File: config.mk
export PLATFORM = sky130hd
export DESIGN_NAME = pin_deglitch_bank
export DESIGN_NICKNAME = d
export VERILOG_FILES = /design/src/rtl/dgf_pkg.sv /design/src/rtl/dgf_ctrl_reg.sv /design/src/rtl/dgf_strobe_gen.sv /design/src/rtl/dgf_sync_chain.sv /design/src/rtl/dgf_vote_filter.sv /design/src/rtl/pin_deglitch_bank.sv
export SDC_FILE = /design/constraint.sdc
export NUM_CORES = 1
export LEC_CHECK = 0
export ABC_AREA = 1
export BUFFER_PORTS_ARGS = -buffer_cell sky130_fd_sc_hd__buf_2
export CAP_MARGIN = 20
export CORE_MARGIN = 4
export CORE_UTILIZATION = 45
export DETAILED_ROUTE_END_ITERATION = 16
export PLACE_DENSITY = 0.68
export SETUP_SLACK_MARGIN = 0.05
export SLEW_MARGIN = 5
export SYNTH_ARGS = -nofsm -noshare
export SYNTH_HDL_FRONTEND = slang
export SYNTH_SLANG_ARGS = --single-unit
File: constraint.sdc
create_clock -name clk -period 2.5 [get_ports clk]
set_input_delay 0.375 -clock clk [delete_from_list [all_inputs] [get_ports clk]]
set_output_delay 0.375 -clock clk [all_outputs]
set_load 0.02 [all_outputs]
File: src/rtl/dgf_pkg.sv
package dgf_pkg;

   // Number of main clocks between strobes for a rate code.
   // Code 0 -> 1 clock, code k>0 -> 2^(k+1) clocks.
   function automatic int unsigned period_of(input int unsigned code);
      return (code == 0) ? 32'd1 : (32'd1 << (code + 1));
   endfunction

endpackage

File: src/rtl/dgf_ctrl_reg.sv
module dgf_ctrl_reg #(
   parameter int REG_W  = 8,
   parameter int SEL_W  = 3,
   parameter int EN_POS = 7,
   parameter int IDX_W  = 3
) (
   input  logic             clk,
   input  logic             rst_n,
   input  logic             wr_byte,
   input  logic [REG_W-1:0] wr_data,
   input  logic             wr_bit,
   input  logic [IDX_W-1:0] bit_idx,
   input  logic             bit_val,
   output logic             en,
   output logic [SEL_W-1:0] sel,
   output logic             cfg_hit,
   output logic [REG_W-1:0] rd_data
);

   localparam logic [REG_W-1:0] FIELD_MASK =
      (REG_W'(1) << EN_POS) | REG_W'((1 << SEL_W) - 1);

   logic             en_q, en_d;
   logic [SEL_W-1:0] sel_q, sel_d;
   logic             hit_c;
   logic             unused_pad;

   assign unused_pad = ^(wr_data & ~FIELD_MASK);

   always_comb begin
      en_d  = en_q;
      sel_d = sel_q;
      hit_c = 1'b0;
      if (wr_byte) begin
         en_d  = wr_data[EN_POS];
         sel_d = wr_data[SEL_W-1:0];
         hit_c = 1'b1;
      end else if (wr_bit) begin
         if (int'(bit_idx) == EN_POS) begin
            en_d  = bit_val;
            hit_c = 1'b1;
         end
         for (int b = 0; b < SEL_W; b++) begin
            if (int'(bit_idx) == b) begin
               sel_d[b] = bit_val;
               hit_c    = 1'b1;
            end
         end
      end
   end

   always_ff @(posedge clk or negedge rst_n) begin
      if (!rst_n) begin
         en_q  <= 1'b0;
         sel_q <= '0;
      end else begin
         en_q  <= en_d;
         sel_q <= sel_d;
      end
   end

   always_comb begin
      rd_data                = '0;
      rd_data[EN_POS]        = en_q;
      rd_data[SEL_W-1:0]     = sel_q;
   end

   assign en      = en_q;
   assign sel     = sel_q;
   assign cfg_hit = hit_c;

   // a byte write lands in both fields on the next cycle
   a_r1_byte_write: assert property (@(posedge clk) disable iff (!rst_n)
      wr_byte |=> (rd_data[EN_POS] == $past(wr_data[EN_POS]))
                  && (rd_data[SEL_W-1:0] == $past(wr_data[SEL_W-1:0])));

   // a bit write outside the fields leaves the register as it was
   a_r2_ignored_index: assert property (@(posedge clk) disable iff (!rst_n)
      (wr_bit && !wr_byte && int'(bit_idx) != EN_POS && int'(bit_idx) >= SEL_W)
      |=> $stable(rd_data));

endmodule

File: src/rtl/dgf_strobe_gen.sv
module dgf_strobe_gen #(
   parameter int SEL_W     = 3,
   parameter int LAST_CODE = 5,
   parameter int SAMPLES   = 3
) (
   input  logic             clk,
   input  logic             rst_n,
   input  logic [SEL_W-1:0] sel,
   input  logic             cfg_hit,
   output logic             strobe,
   output logic             ready
);

   localparam int CNT_W = LAST_CODE + 1;
   localparam int SET_W = $clog2(SAMPLES + 1);

   logic [CNT_W-1:0] cnt_q;
   logic [CNT_W-1:0] last_cnt;
   logic [SET_W-1:0] settle_q;
   logic             legal;

   assign legal    = (int'(sel) <= LAST_CODE);
   assign last_cnt = CNT_W'(dgf_pkg::period_of(int'(sel)) - 1);
   assign strobe   = legal && (cnt_q == last_cnt) && !cfg_hit;
   assign ready    = (settle_q == SET_W'(SAMPLES));

   always_ff @(posedge clk or negedge rst_n) begin
      if (!rst_n) begin
         cnt_q <= '0;
      end else if (cfg_hit || !legal || cnt_q == last_cnt) begin
         cnt_q <= '0;
      end else begin
         cnt_q <= cnt_q + 1'b1;
      end
   end

   always_ff @(posedge clk or negedge rst_n) begin
      if (!rst_n) begin
         settle_q <= '0;
      end else if (cfg_hit) begin
         settle_q <= '0;
      end else if (strobe && !ready) begin
         settle_q <= settle_q + 1'b1;
      end
   end

   // a setting write restarts the prescaler
   a_r7_restart: assert property (@(posedge clk) disable iff (!rst_n)
      cfg_hit |=> (cnt_q == '0));

   // a setting write drops the settle flag
   a_r8_ready_drop: assert property (@(posedge clk) disable iff (!rst_n)
      cfg_hit |=> !ready);

   // the settle flag comes up only right after a strobe
   a_r8_ready_needs_strobe: assert property (@(posedge clk) disable iff (!rst_n)
      $rose(ready) |-> $past(strobe));

endmodule

File: src/rtl/dgf_sync_chain.sv
module dgf_sync_chain #(
   parameter int W      = 5,
   parameter int STAGES = 2
) (
   input  logic         clk,
   input  logic         rst_n,
   input  logic [W-1:0] din,
   output logic [W-1:0] dout
);

   logic [W-1:0] stg_q [STAGES];

   always_ff @(posedge clk or negedge rst_n) begin
      if (!rst_n) begin
         for (int k = 0; k < STAGES; k++) stg_q[k] <= '0;
      end else begin
         stg_q[0] <= din;
         for (int k = 1; k < STAGES; k++) stg_q[k] <= stg_q[k-1];
      end
   end

   assign dout = stg_q[STAGES-1];

endmodule

File: src/rtl/dgf_vote_filter.sv
module dgf_vote_filter #(
   parameter int SAMPLES = 3
) (
   input  logic clk,
   input  logic rst_n,
   input  logic strobe,
   input  logic din,
   output logic held
);

   logic [SAMPLES-1:0] hist_q;
   logic [SAMPLES-1:0] hist_nx;
   logic               held_q;

   assign hist_nx = {hist_q[SAMPLES-2:0], din};

   always_ff @(posedge clk or negedge rst_n) begin
      if (!rst_n) begin
         hist_q <= '0;
         held_q <= 1'b0;
      end else if (strobe) begin
         hist_q <= hist_nx;
         if (&hist_nx)       held_q <= 1'b1;
         else if (~|hist_nx) held_q <= 1'b0;
      end
   end

   assign held = held_q;

   // the held level moves only in the cycle after a strobe
   a_r5_change_on_strobe: assert property (@(posedge clk) disable iff (!rst_n)
      !$stable(held_q) |-> $past(strobe));

   // a new held level is backed by a full agreeing history
   a_r5_agreement: assert property (@(posedge clk) disable iff (!rst_n)
      !$stable(held_q) |-> (hist_q == {SAMPLES{held_q}}));

endmodule

File: src/rtl/pin_deglitch_bank.sv
module pin_deglitch_bank #(
   parameter int NUM_CH      = 5,
   parameter int SYNC_STAGES = 2,
   parameter int SAMPLES     = 3,
   parameter int REG_W       = 8,
   parameter int SEL_W       = 3,
   parameter int EN_POS      = 7,
   parameter int LAST_CODE   = 5,
   parameter int IDX_W       = $clog2(REG_W)
) (
   input  logic              clk,
   input  logic              rst_n,
   input  logic              wr_byte,
   input  logic [REG_W-1:0]  wr_data,
   input  logic              wr_bit,
   input  logic [IDX_W-1:0]  bit_idx,
   input  logic              bit_val,
   output logic [REG_W-1:0]  rd_data,
   input  logic [NUM_CH-1:0] pin_in,
   output logic [NUM_CH-1:0] filt_out,
   output logic [NUM_CH-1:0] rise_pulse,
   output logic [NUM_CH-1:0] fall_pulse,
   output logic              ready
);

   // Elaboration-time parameter checks
   if (NUM_CH < 1)                       $error("NUM_CH must be at least 1");
   if (SYNC_STAGES < 2)                  $error("SYNC_STAGES must be at least 2");
   if (SAMPLES < 2)                      $error("SAMPLES must be at least 2");
   if (EN_POS < SEL_W || EN_POS >= REG_W) $error("EN_POS must sit above the select field");
   if (LAST_CODE >= (1 << SEL_W))        $error("LAST_CODE must fit the select field");
   if ((1 << IDX_W) < REG_W)             $error("IDX_W too narrow for REG_W");

   logic              en;
   logic [SEL_W-1:0]  sel;
   logic              cfg_hit;
   logic              strobe;
   logic [NUM_CH-1:0] sync_lvl;
   logic [NUM_CH-1:0] held_lvl;
   logic [NUM_CH-1:0] prev_q;

   dgf_ctrl_reg #(
      .REG_W (REG_W), .SEL_W (SEL_W), .EN_POS (EN_POS), .IDX_W (IDX_W)
   ) u_ctrl (
      .clk     (clk),
      .rst_n   (rst_n),
      .wr_byte (wr_byte),
      .wr_data (wr_data),
      .wr_bit  (wr_bit),
      .bit_idx (bit_idx),
      .bit_val (bit_val),
      .en      (en),
      .sel     (sel),
      .cfg_hit (cfg_hit),
      .rd_data (rd_data)
   );

   dgf_strobe_gen #(
      .SEL_W (SEL_W), .LAST_CODE (LAST_CODE), .SAMPLES (SAMPLES)
   ) u_strobe (
      .clk     (clk),
      .rst_n   (rst_n),
      .sel     (sel),
      .cfg_hit (cfg_hit),
      .strobe  (strobe),
      .ready   (ready)
   );

   dgf_sync_chain #(
      .W (NUM_CH), .STAGES (SYNC_STAGES)
   ) u_sync (
      .clk   (clk),
      .rst_n (rst_n),
      .din   (pin_in),
      .dout  (sync_lvl)
   );

   for (genvar ch = 0; ch < NUM_CH; ch++) begin : g_chan
      dgf_vote_filter #(
         .SAMPLES (SAMPLES)
      ) u_vote (
         .clk    (clk),
         .rst_n  (rst_n),
         .strobe (strobe),
         .din    (sync_lvl[ch]),
         .held   (held_lvl[ch])
      );
   end

   assign filt_out = en ? held_lvl : sync_lvl;

   always_ff @(posedge clk or negedge rst_n) begin
      if (!rst_n) prev_q <= '0;
      else        prev_q <= filt_out;
   end

   assign rise_pulse = {NUM_CH{ready}} & filt_out & ~prev_q;
   assign fall_pulse = {NUM_CH{ready}} & ~filt_out & prev_q;

   // an edge pulse never lasts two cycles
   a_r9_one_cycle: assert property (@(posedge clk) disable iff (!rst_n)
      ((rise_pulse & $past(rise_pulse)) == '0) && ((fall_pulse & $past(fall_pulse)) == '0));

   // with a prohibited rate and no write, enabled outputs freeze
   a_r6_frozen: assert property (@(posedge clk) disable iff (!rst_n)
      (en && int'(sel) > LAST_CODE && !wr_byte && !wr_bit) |=> $stable(filt_out));

endmodule

==> results of run 1 <==
[kinds of logic (layout without fill, tap and decap cells)]
logic type	after synthesis	count (layout)	synth area share, %
AND/OR/NAND/NOR	125	125	28.0
buffers and inverters	54	92	11.3
adder cells (fa/ha/maj)	3	3	1.79
other	2	5	0.358
flip-flops	42	42	50.1
XOR/XNOR	2	2	0.835
AO/OA/AOI/OAI	25	25	7.58
[stage by stage]
stage	hold WS (ns)	area (um2)
after floorplan	0.0794	2110
after global placement	0.331	2310
after detailed placement	0.335	2310
after CTS	0.178	2420
after global routing	0.171	2420
final	0.187	2420
[worst paths after layout]
kind | startpoint | end | slack, ns | depth (start not counted)
worst max-delay path | u_ctrl.sel[0] | g_chan[1].u_vote.hist_q[1] | 0.40 | 14
worst min-delay path | pin_in[2] | u_sync.stg_q[7] | 0.19 | 1
worst max register to register | u_ctrl.sel[0] | g_chan[1].u_vote.hist_q[1] | 0.40 | 14
worst min register to register | u_sync.stg_q[7] | u_sync.dout[2] | 0.35 | 0
max in group asynchronous | rst_n | g_chan[0].u_vote.hist_q[0] | 1.72 | 1
min in group asynchronous | rst_n | u_strobe.cnt_q[2] | 0.21 | 1
[routing by layer]
layer  part of all wire [%]  vias up
met5                      0        -
met4                    1.5        0
met1                     49      732
met2                     44       40
li1                       -      868
met3                    5.1        8
[area by class of cell]
class,instances,area [um2],area share [%]
Inverter,46,173,7.12
Timing Repair Buffer,39,203,8.36
Clock inverter,1,30.0,1.24
Clock buffer,6,82.6,3.41
Multi-Input combinational cell,160,821,33.8
Tap cell,52,65.1,2.68
Sequential cell,42,1050,43.3
[power by group through the flow]
stage	clock network (uW)	logic (uW)	registers (uW)
floorplan	0	220	862
global placement	0	292	871
detailed placement	0	300	877
CTS	556	302	863
global route	583	351	883
finish	542	299	864
[sequential cells by signal (all words and copies together), names as in the netlist]
register              cells
g_chan.u_vote.held        5
g_chan.u_vote.hist_q     10
prev_q                    5
u_ctrl.en                 1
u_ctrl.sel                3
u_strobe.cnt_q            6
u_strobe.settle_q         2
u_sync.dout               5
u_sync.stg_q              5
[cell usage in the layout (no fill, tap or decap), types with 6 or more instances in the layout]
master,count
nand2_1,60
clkbuf_8,6
nand3_1,13
o21ai_0,13
nand4_1,11
dfrtp_1,42
nor3_1,7
inv_1,42
nor2_1,21
buf_2,36
==> out/qor.yml, run 1 <==
power_uw: 1700
slowest_delay_ns: 0.44
path_delay_family: "simple AND/OR/NAND/NOR gates"
layout_setup_ws_ns: 0.395
clockBufferDepth: 2
fin_util_pct: 54.6
ys_seq_elements: 42
path_cells: "nor2_2 > nand2_1 > ha_1 > nor2_1 > nor2_1 > nand2_1 > inv_1 > nand3_2 > nor2_4 > nand2_4 > inv_2 > nand2_1 > o21ai_0 > inv_1"
cts.htree.levels: 2
cts_tree: "built"
port_buffers: 36
critPathRequiredTime_ns: 2.68
startpoint_type: "register"
fp.coreArea_mm2: 0.00444
period_share_pct: 84.2
clkLatencyLatePin_ns: 0.29
layout-drive-gt1-share_pct: 20.7
cts_num_sinks: 42
slew_viol_final: 0
wl_mm: 3.94
path_buf_inv: 3
setup_viol: 0
postRouteAntennaNets: 0
fin_setup_tns_ns: 0
switching_power_uw: 497
drtPass1Iterations: 4
wire_per_inst_um: 11.4
maxCapViolCount: 0
stdcell_count: 346
die_area_mm2: 0.00582
grt-ovfl-total: 0
antenna_found_initial: 0
routed_via_density: 4.76
path_max_fanout: 13
syn_inst: 253
root_buffer: "clkbuf_8"
post-cts-setup-buffer-count: 0
rsz0062_at_grt: "false"
grt-busiest-layer: "met2"
clk_pin_slew_ns: 0.08
hp-class: "in2reg"
fmax_mhz: 475
grt_pass1_wl_mm: 7.10
p_int_uw: 1210
clkPwrFrac_pct: 31.8
crit_path_frequent_cell: "nand2_1"
crit_type: "reg2reg"
sequentialPowerShare_pct: 50.7
cts.hold.buffers_added: 0
comb_power_share_pct: 17.5
end_kind: "register"
synth_warnings: 0
gr-usage-met3_pct: 3.90
finalHoldViolCount: 0
syn_area_mm2: 0.00210
rows: 24
p_per_area_mw_per_mm2: 703
synth.most_common_cell: "nand2_1"
yosysUniqueCellTypes: 27
fp.dieH_um: 76.3
diodes: 0
postCtsResizedCells: 0
die_x_um: 76.3
syn_avg_cell_area_um2: 8.29
cp.arrival_ns: 2.29
dp_slack_ns: 0.423
syn_to_final_growth_pct: 15.6
place.detailed.instances: 339
yosysTopAreaCell: "dfrtp_1"
start_util_pct: 47.2
peakVddDrop_v: 0.000393
slowest_stage: "dfrtp_1"
drt_iter0_drc: 106
clock-skew-final_ns: 0.00526
worstMarginPinSlew_ns: 0.906
boundaryPins: 45
drc: 0
synthArstFlopShare_pct: 100
fin_crit_ns: 2.10
leakagePower_uw: 0.00130
met1_usage_pct: 20.0
outcome: "complete, no violations"
grt_usage_pct: 15.2
fin_nets: 318
yosysSeqAreaShare_pct: 50.1
first_global_vias: 1570
vias: 1648
dp_hpwl_mm: 2.90
place_congestion: 0.819
swShare_pct: 29.2
slew_headroom_pct: 39.6
cts_buffers: 5
synth_edf_count: 0
synth.area.top_cells: "dfrtp_1, nand2_1, inv_1"
grt_max_degree: 43
synthTopCellsByCount: "nand2_1, dfrtp_1, inv_1, nor2_1"
netlist.area_leader.share_pct: 50.1
n_fill_cell: 401
use_met2_pct: 24.2
ys.flop_type: "dfrtp_1"
(Power assumes the default switching activity.)
==> run 2, diff against run 1 <==
Clock period 2.5 ns to 2 ns, I/O delays scaled along.
==> run 2 against run 1 <==
Utilization increased by 4.6 points. First-iteration DRC count increased by 19%. Via count increased by 5.5%. Critical path type unchanged.
==> out/qor.yml, run 2 (synthesis gave the netlist of run 1 again) <==
whs_ns: 0.0689
peakVddDrop_v: 0.000460
gr-usage-met3_pct: 3.66
period_share_pct: 96.9
startpoint_type: "register"
cts.htree.levels: 2
drc: 0
rsz0062_at_grt: "true"
slowest_stage: "dfrtp_2"
vias: 1739
use_met2_pct: 26.3
rr_worst_depth: 13
wl_mm: 4.11
power_uw: 2210
first_global_vias: 1734
crit_cells: 13
slew_headroom_pct: 65.1
die_area_mm2: 0.00582
worstMarginPinSlew_ns: 0.523
fin_util_pct: 59.2
p_per_area_mw_per_mm2: 841
path_max_fanout: 5
drtPass1Iterations: 6
port_buffers: 36
reg_top3: "g_chan.u_vote.hist_q (10), u_strobe.cnt_q (6)"
wire_per_inst_um: 11.4
die_x_um: 76.3
slew_viol_final: 0
layout_common_cells: "nand2_1, inv_1, dfrtp_1"
boundaryPins: 45
regMostFlops: "g_chan.u_vote.hist_q"
rows: 24
fin_setup_tns_ns: 0
crit_path_frequent_cell: "nor2_4"
clock-skew-final_ns: 0.00711
cts_num_sinks: 42
start_util_pct: 47.2
clkLatencyLatePin_ns: 0.29
crit_type: "reg2reg"
fin_nets: 331
fp.coreArea_mm2: 0.00444
setup_viol: 0
grt_pass1_wl_mm: 7.60
hp-class: "in2async"
layout-drive-gt1-share_pct: 29.0
largest_reg_flops: 10
cp.arrival_ns: 2.15
diodes: 0
syn_to_final_growth_pct: 25.4
n_fill_cell: 403
grt-ovfl-total: 0
multi_input_area_um2: 885
antenna_found_initial: 0
fmax_mhz: 516
path_buf_inv: 2
finalHoldViolCount: 0
drt_iter0_drc: 126
fp.dieH_um: 76.3
regArea_mm2: 0.00105
grt-busiest-layer: "met2"
clockBufferDepth: 2
root_buffer: "clkbuf_8"
cts_tree: "built"
place_congestion: 0.794
fin_crit_ns: 1.94
dp_hpwl_mm: 2.96
grt_usage_pct: 16.0
layout_setup_ws_ns: 0.0614
slowest_delay_ns: 0.43
path_delay_family: "simple AND/OR/NAND/NOR gates"
outcome: "complete, no violations"
critPathRequiredTime_ns: 2.21
path_cells: "nor2_4 > nand2_2 > ha_4 > nor2_4 > nor2_2 > nand2_1 > inv_1 > nand3_2 > nor2_4 > nand2_4 > buf_8 > nor2_4 > o21bai_1"
end_kind: "register"
maxCapViolCount: 0
grt_max_degree: 43
final_common_cell: "nand2_1"
met1_usage_pct: 21.1
dp_slack_ns: 0.0153
postRouteAntennaNets: 0
clk_pin_slew_ns: 0.08
cts_buffers: 5
leakagePower_uw: 0.00138
routed_via_density: 4.84
## run 2: cell types whose count changed in the layout (fill, tap and decap cells not counted), sizes merged
cell  change
buf      +13
## run 2: per-layer routing
layer / share of wire, % / vias up
met5: 0 / -
met1: 48 / 788
met4: 0.85 / 0
li1: - / 899
met2: 46 / 48
met3: 5.0 / 4
## run 2: worst paths after layout
check                           startpoint                         end  slack, ns
hold reg to reg            u_sync.stg_q[8]              u_sync.dout[3]       0.35
min in group clk                 pin_in[3]             u_sync.stg_q[8]       0.11
setup reg to reg             u_ctrl.sel[1]  g_chan[1].u_vote.hist_q[0]       0.06
max in group asynchronous            rst_n               u_ctrl.sel[1]       1.54
hold / removal                       rst_n           u_strobe.cnt_q[2]       0.07
setup / recovery             u_ctrl.sel[1]  g_chan[1].u_vote.hist_q[0]       0.06
## run 2: cell type report
type                       count  share of cell area, %
clock inverter                 1                   1.14
sequential                    42                   40.1
clock buffer                   6                   3.14
timing repair buffer          52                   12.6
inverter                      46                   6.95
multi-input combinational    160                   33.6
tap                           52                   2.47
## run 2: report_power, final
group | leakage [uW] | total (uW) | internal (uW) | switching (uW)
registers | 0.000517 | 1090 | 981 | 111
logic | 0.000810 | 452 | 180 | 272
clock network | 0.0000573 | 668 | 399 | 269
total | 0.00138 | 2210 | 1560 | 652
## run 2: worst reg2reg max path, cell delays in order (launching register included)
cell and delay (ns):
dfrtp_2 0.43, nor2_4 0.14, nand2_2 0.08, ha_4 0.27, nor2_4 0.03, nor2_2 0.07
nand2_1 0.05, inv_1 0.06, nand3_2 0.11, nor2_4 0.14, nand2_4 0.11, buf_8 0.16
nor2_4 0.09, o21bai_1 0.10
## run 2: timing repair
item | in CTS | in global routing
pin swaps | 6 | 6
endpoints found under the setup margin | 12 | 20
hold buffers | 0 | 0
cloned | 1 | 0
setup buffers | 3 | 1
resized for setup | 10 | 20
## run 2: stage by stage
stage / instances / instance area (um2)
6_report: 359 / 2630
3_5_place_dp: 347 / 2380
3_3_place_gp: 347 / 2380
5_1_grt: 359 / 2630
2_1_floorplan: 256 / 2120
4_1_cts: 358 / 2570
==> run 3, diff against run 2 <==
Settings changed: CORE_UTILIZATION 45 to 50, PLACE_DENSITY 0.68 to not set, PLACE_DENSITY_LB_ADDON set to 0.15.
==> run 3 against run 2 <==
The flow now finishes with violations (hold timing). Critical path depth is 1 higher. Total power decreased by 1.5%. Non-clock buffer count rose by 1. Largest cell class unchanged.
==> out/qor.yml, run 3 (synthesis gave the netlist of run 1 again) <==
fin_nets: 332
grt_pass1_wl_mm: 7.00
p_int_uw: 1530
syn_to_final_growth_pct: 24.9
critPathRequiredTime_ns: 2.18
diodes: 0
switching_power_uw: 649
place_congestion: 0.852
layout_common_cells: "nand2_1, inv_1, dfrtp_1"
crit_type: "reg2reg"
grt_max_degree: 26
met2_length_mm: 2.07
first_global_vias: 1597
fin_crit_ns: 1.88
cp.arrival_ns: 2.06
maxCapViolCount: 0
grt_usage_pct: 17.3
clockBufferDepth: 2
vias: 1736
violations: "hold timing"
slowest_delay_ns: 0.43
reg_top3: "g_chan.u_vote.hist_q (10), u_strobe.cnt_q (6)"
n_fill_cell: 352
power_uw: 2180
die_area_mm2: 0.00529
cts_tree: "built"
period_share_pct: 94.1
boundaryPins: 45
layout-drive-gt1-share_pct: 27.8
met3_length_um: 203
clock-skew-final_ns: 0.00553
swShare_pct: 29.8
path_max_fanout: 13
clkPwrFrac_pct: 29.5
startpoint_type: "register"
cts_num_sinks: 42
start_util_pct: 52.0
dp_hpwl_mm: 3.07
fp.coreArea_mm2: 0.00403
final_common_cell: "nand2_1"
regMostFlops: "g_chan.u_vote.hist_q"
top_layer_used: "met4"
p_per_area_mw_per_mm2: 831
clkLatencyLatePin_ns: 0.30
postRouteAntennaNets: 0
setup_viol: 0
drtPass1Iterations: 4
grt-ovfl-total: 0
wl_mm: 4.30
cts.htree.levels: 2
path_delay_family: "simple AND/OR/NAND/NOR gates"
fin_util_pct: 65.0
path_buf_inv: 3
clk_pin_slew_ns: 0.07
antenna_found_initial: 0
end_kind: "register"
leakagePower_uw: 0.00138
met1Wirelength_mm: 1.98
drc: 0
sequentialPowerShare_pct: 49.8
cts_buffers: 5
peakVddDrop_v: 0.000574
regArea_mm2: 0.00105
comb_power_share_pct: 20.7
worstMarginPinSlew_ns: 0.577
routed_via_density: 4.84
multi_input_area_um2: 871
rsz0062_at_grt: "true"
die_x_um: 72.8
wire_per_inst_um: 12.0
rows: 23
path_cells: "nor2_4 > nand2_2 > ha_4 > nor2_1 > nor2_1 > nand2_1 > inv_2 > nand3_4 > nor2_4 > nand2_4 > inv_6 > nand2_1 > o21ai_0 > inv_1"
slew_headroom_pct: 61.5
critPathLaunch: "u_ctrl.sel[0]"
reg2reg_from: "u_ctrl.sel[0]"
port_buffers: 36
fmax_mhz: 532
slew_viol_final: 0
fp.dieH_um: 72.8
root_buffer: "clkbuf_8"
slowest_stage: "dfrtp_2"
whs_ns: -0.00320
drt_iter0_drc: 59
largest_reg_flops: 10
hp-class: "in2async"
outcome: "finished with violations"
finalHoldViolCount: 10
==> run 3: cell type report <==
cell class / count / area share [%]
tap: 50 / 2.39
multi-input combinational: 160 / 33.2
timing repair buffer: 53 / 13.3
clock buffer: 7 / 2.91
inverter: 46 / 6.78
clock inverter: 1 / 1.15
sequential: 42 / 40.2
==> run 3: stage by stage <==
step | cells | setup slack, ns | hold slack, ns | setup TNS [ns] | cell area, um2
3_3_place_gp | 346 | 0.0620 | 0.331 | 0 | 2380
2_1_floorplan | 256 | 0.0598 | 0.00441 | 0 | 2120
4_1_cts | 355 | 0.0587 | 0.0123 | 0 | 2500
3_5_place_dp | 346 | 0.0343 | 0.333 | 0 | 2380
5_1_grt | 359 | -0.00693 | 0.0235 | -0.00693 | 2620
6_report | 359 | 0.119 | -0.00320 | 0 | 2620
==> run 3: final timing paths <==
path                       slack (ns)                          to  cells past startpoint
setup / recovery                 0.12  g_chan[4].u_vote.hist_q[1]                     14
setup reg to reg                 0.12  g_chan[4].u_vote.hist_q[1]                     14
min in group clk                 0.11             u_sync.stg_q[8]                      1
hold reg to reg                  0.35              u_sync.dout[0]                      0
hold / removal                 -0.003                   prev_q[4]                      1
max in group asynchronous        1.43  g_chan[4].u_vote.hist_q[1]                      2
==> run 3: timing repair <==
action                                  in CTS  in global routing
endpoints found under the setup margin       2                 27
resized for setup                            2                 17
buffers inserted                             1                  3
pin swaps                                    1                 11
hold buffers                                 0                  0
gates cloned                                 0                  1
==> run 3: power by group through the flow <==
| stage | combinational, uW | clock (uW) | sequential, uW |
|---|---|---|---|
| 6_report | 451 | 642 | 1090 |
| 3_5_place_dp | 410 | 0 | 1090 |
| 4_1_cts | 415 | 664 | 1080 |
| 3_3_place_gp | 399 | 0 | 1090 |
| 2_1_floorplan | 276 | 0 | 1080 |
| 5_1_grt | 512 | 708 | 1100 |
==> run 3: metal layers <==
| metal | global-route usage (%) | vias to the layer above |
|---|---|---|
| li1 | - | 897 |
| met2 | 27.8 | 28 |
| met4 | 5.53 | 0 |
| met5 | 0 | - |
| met3 | 5.79 | 4 |
| met1 | 22.2 | 807 |
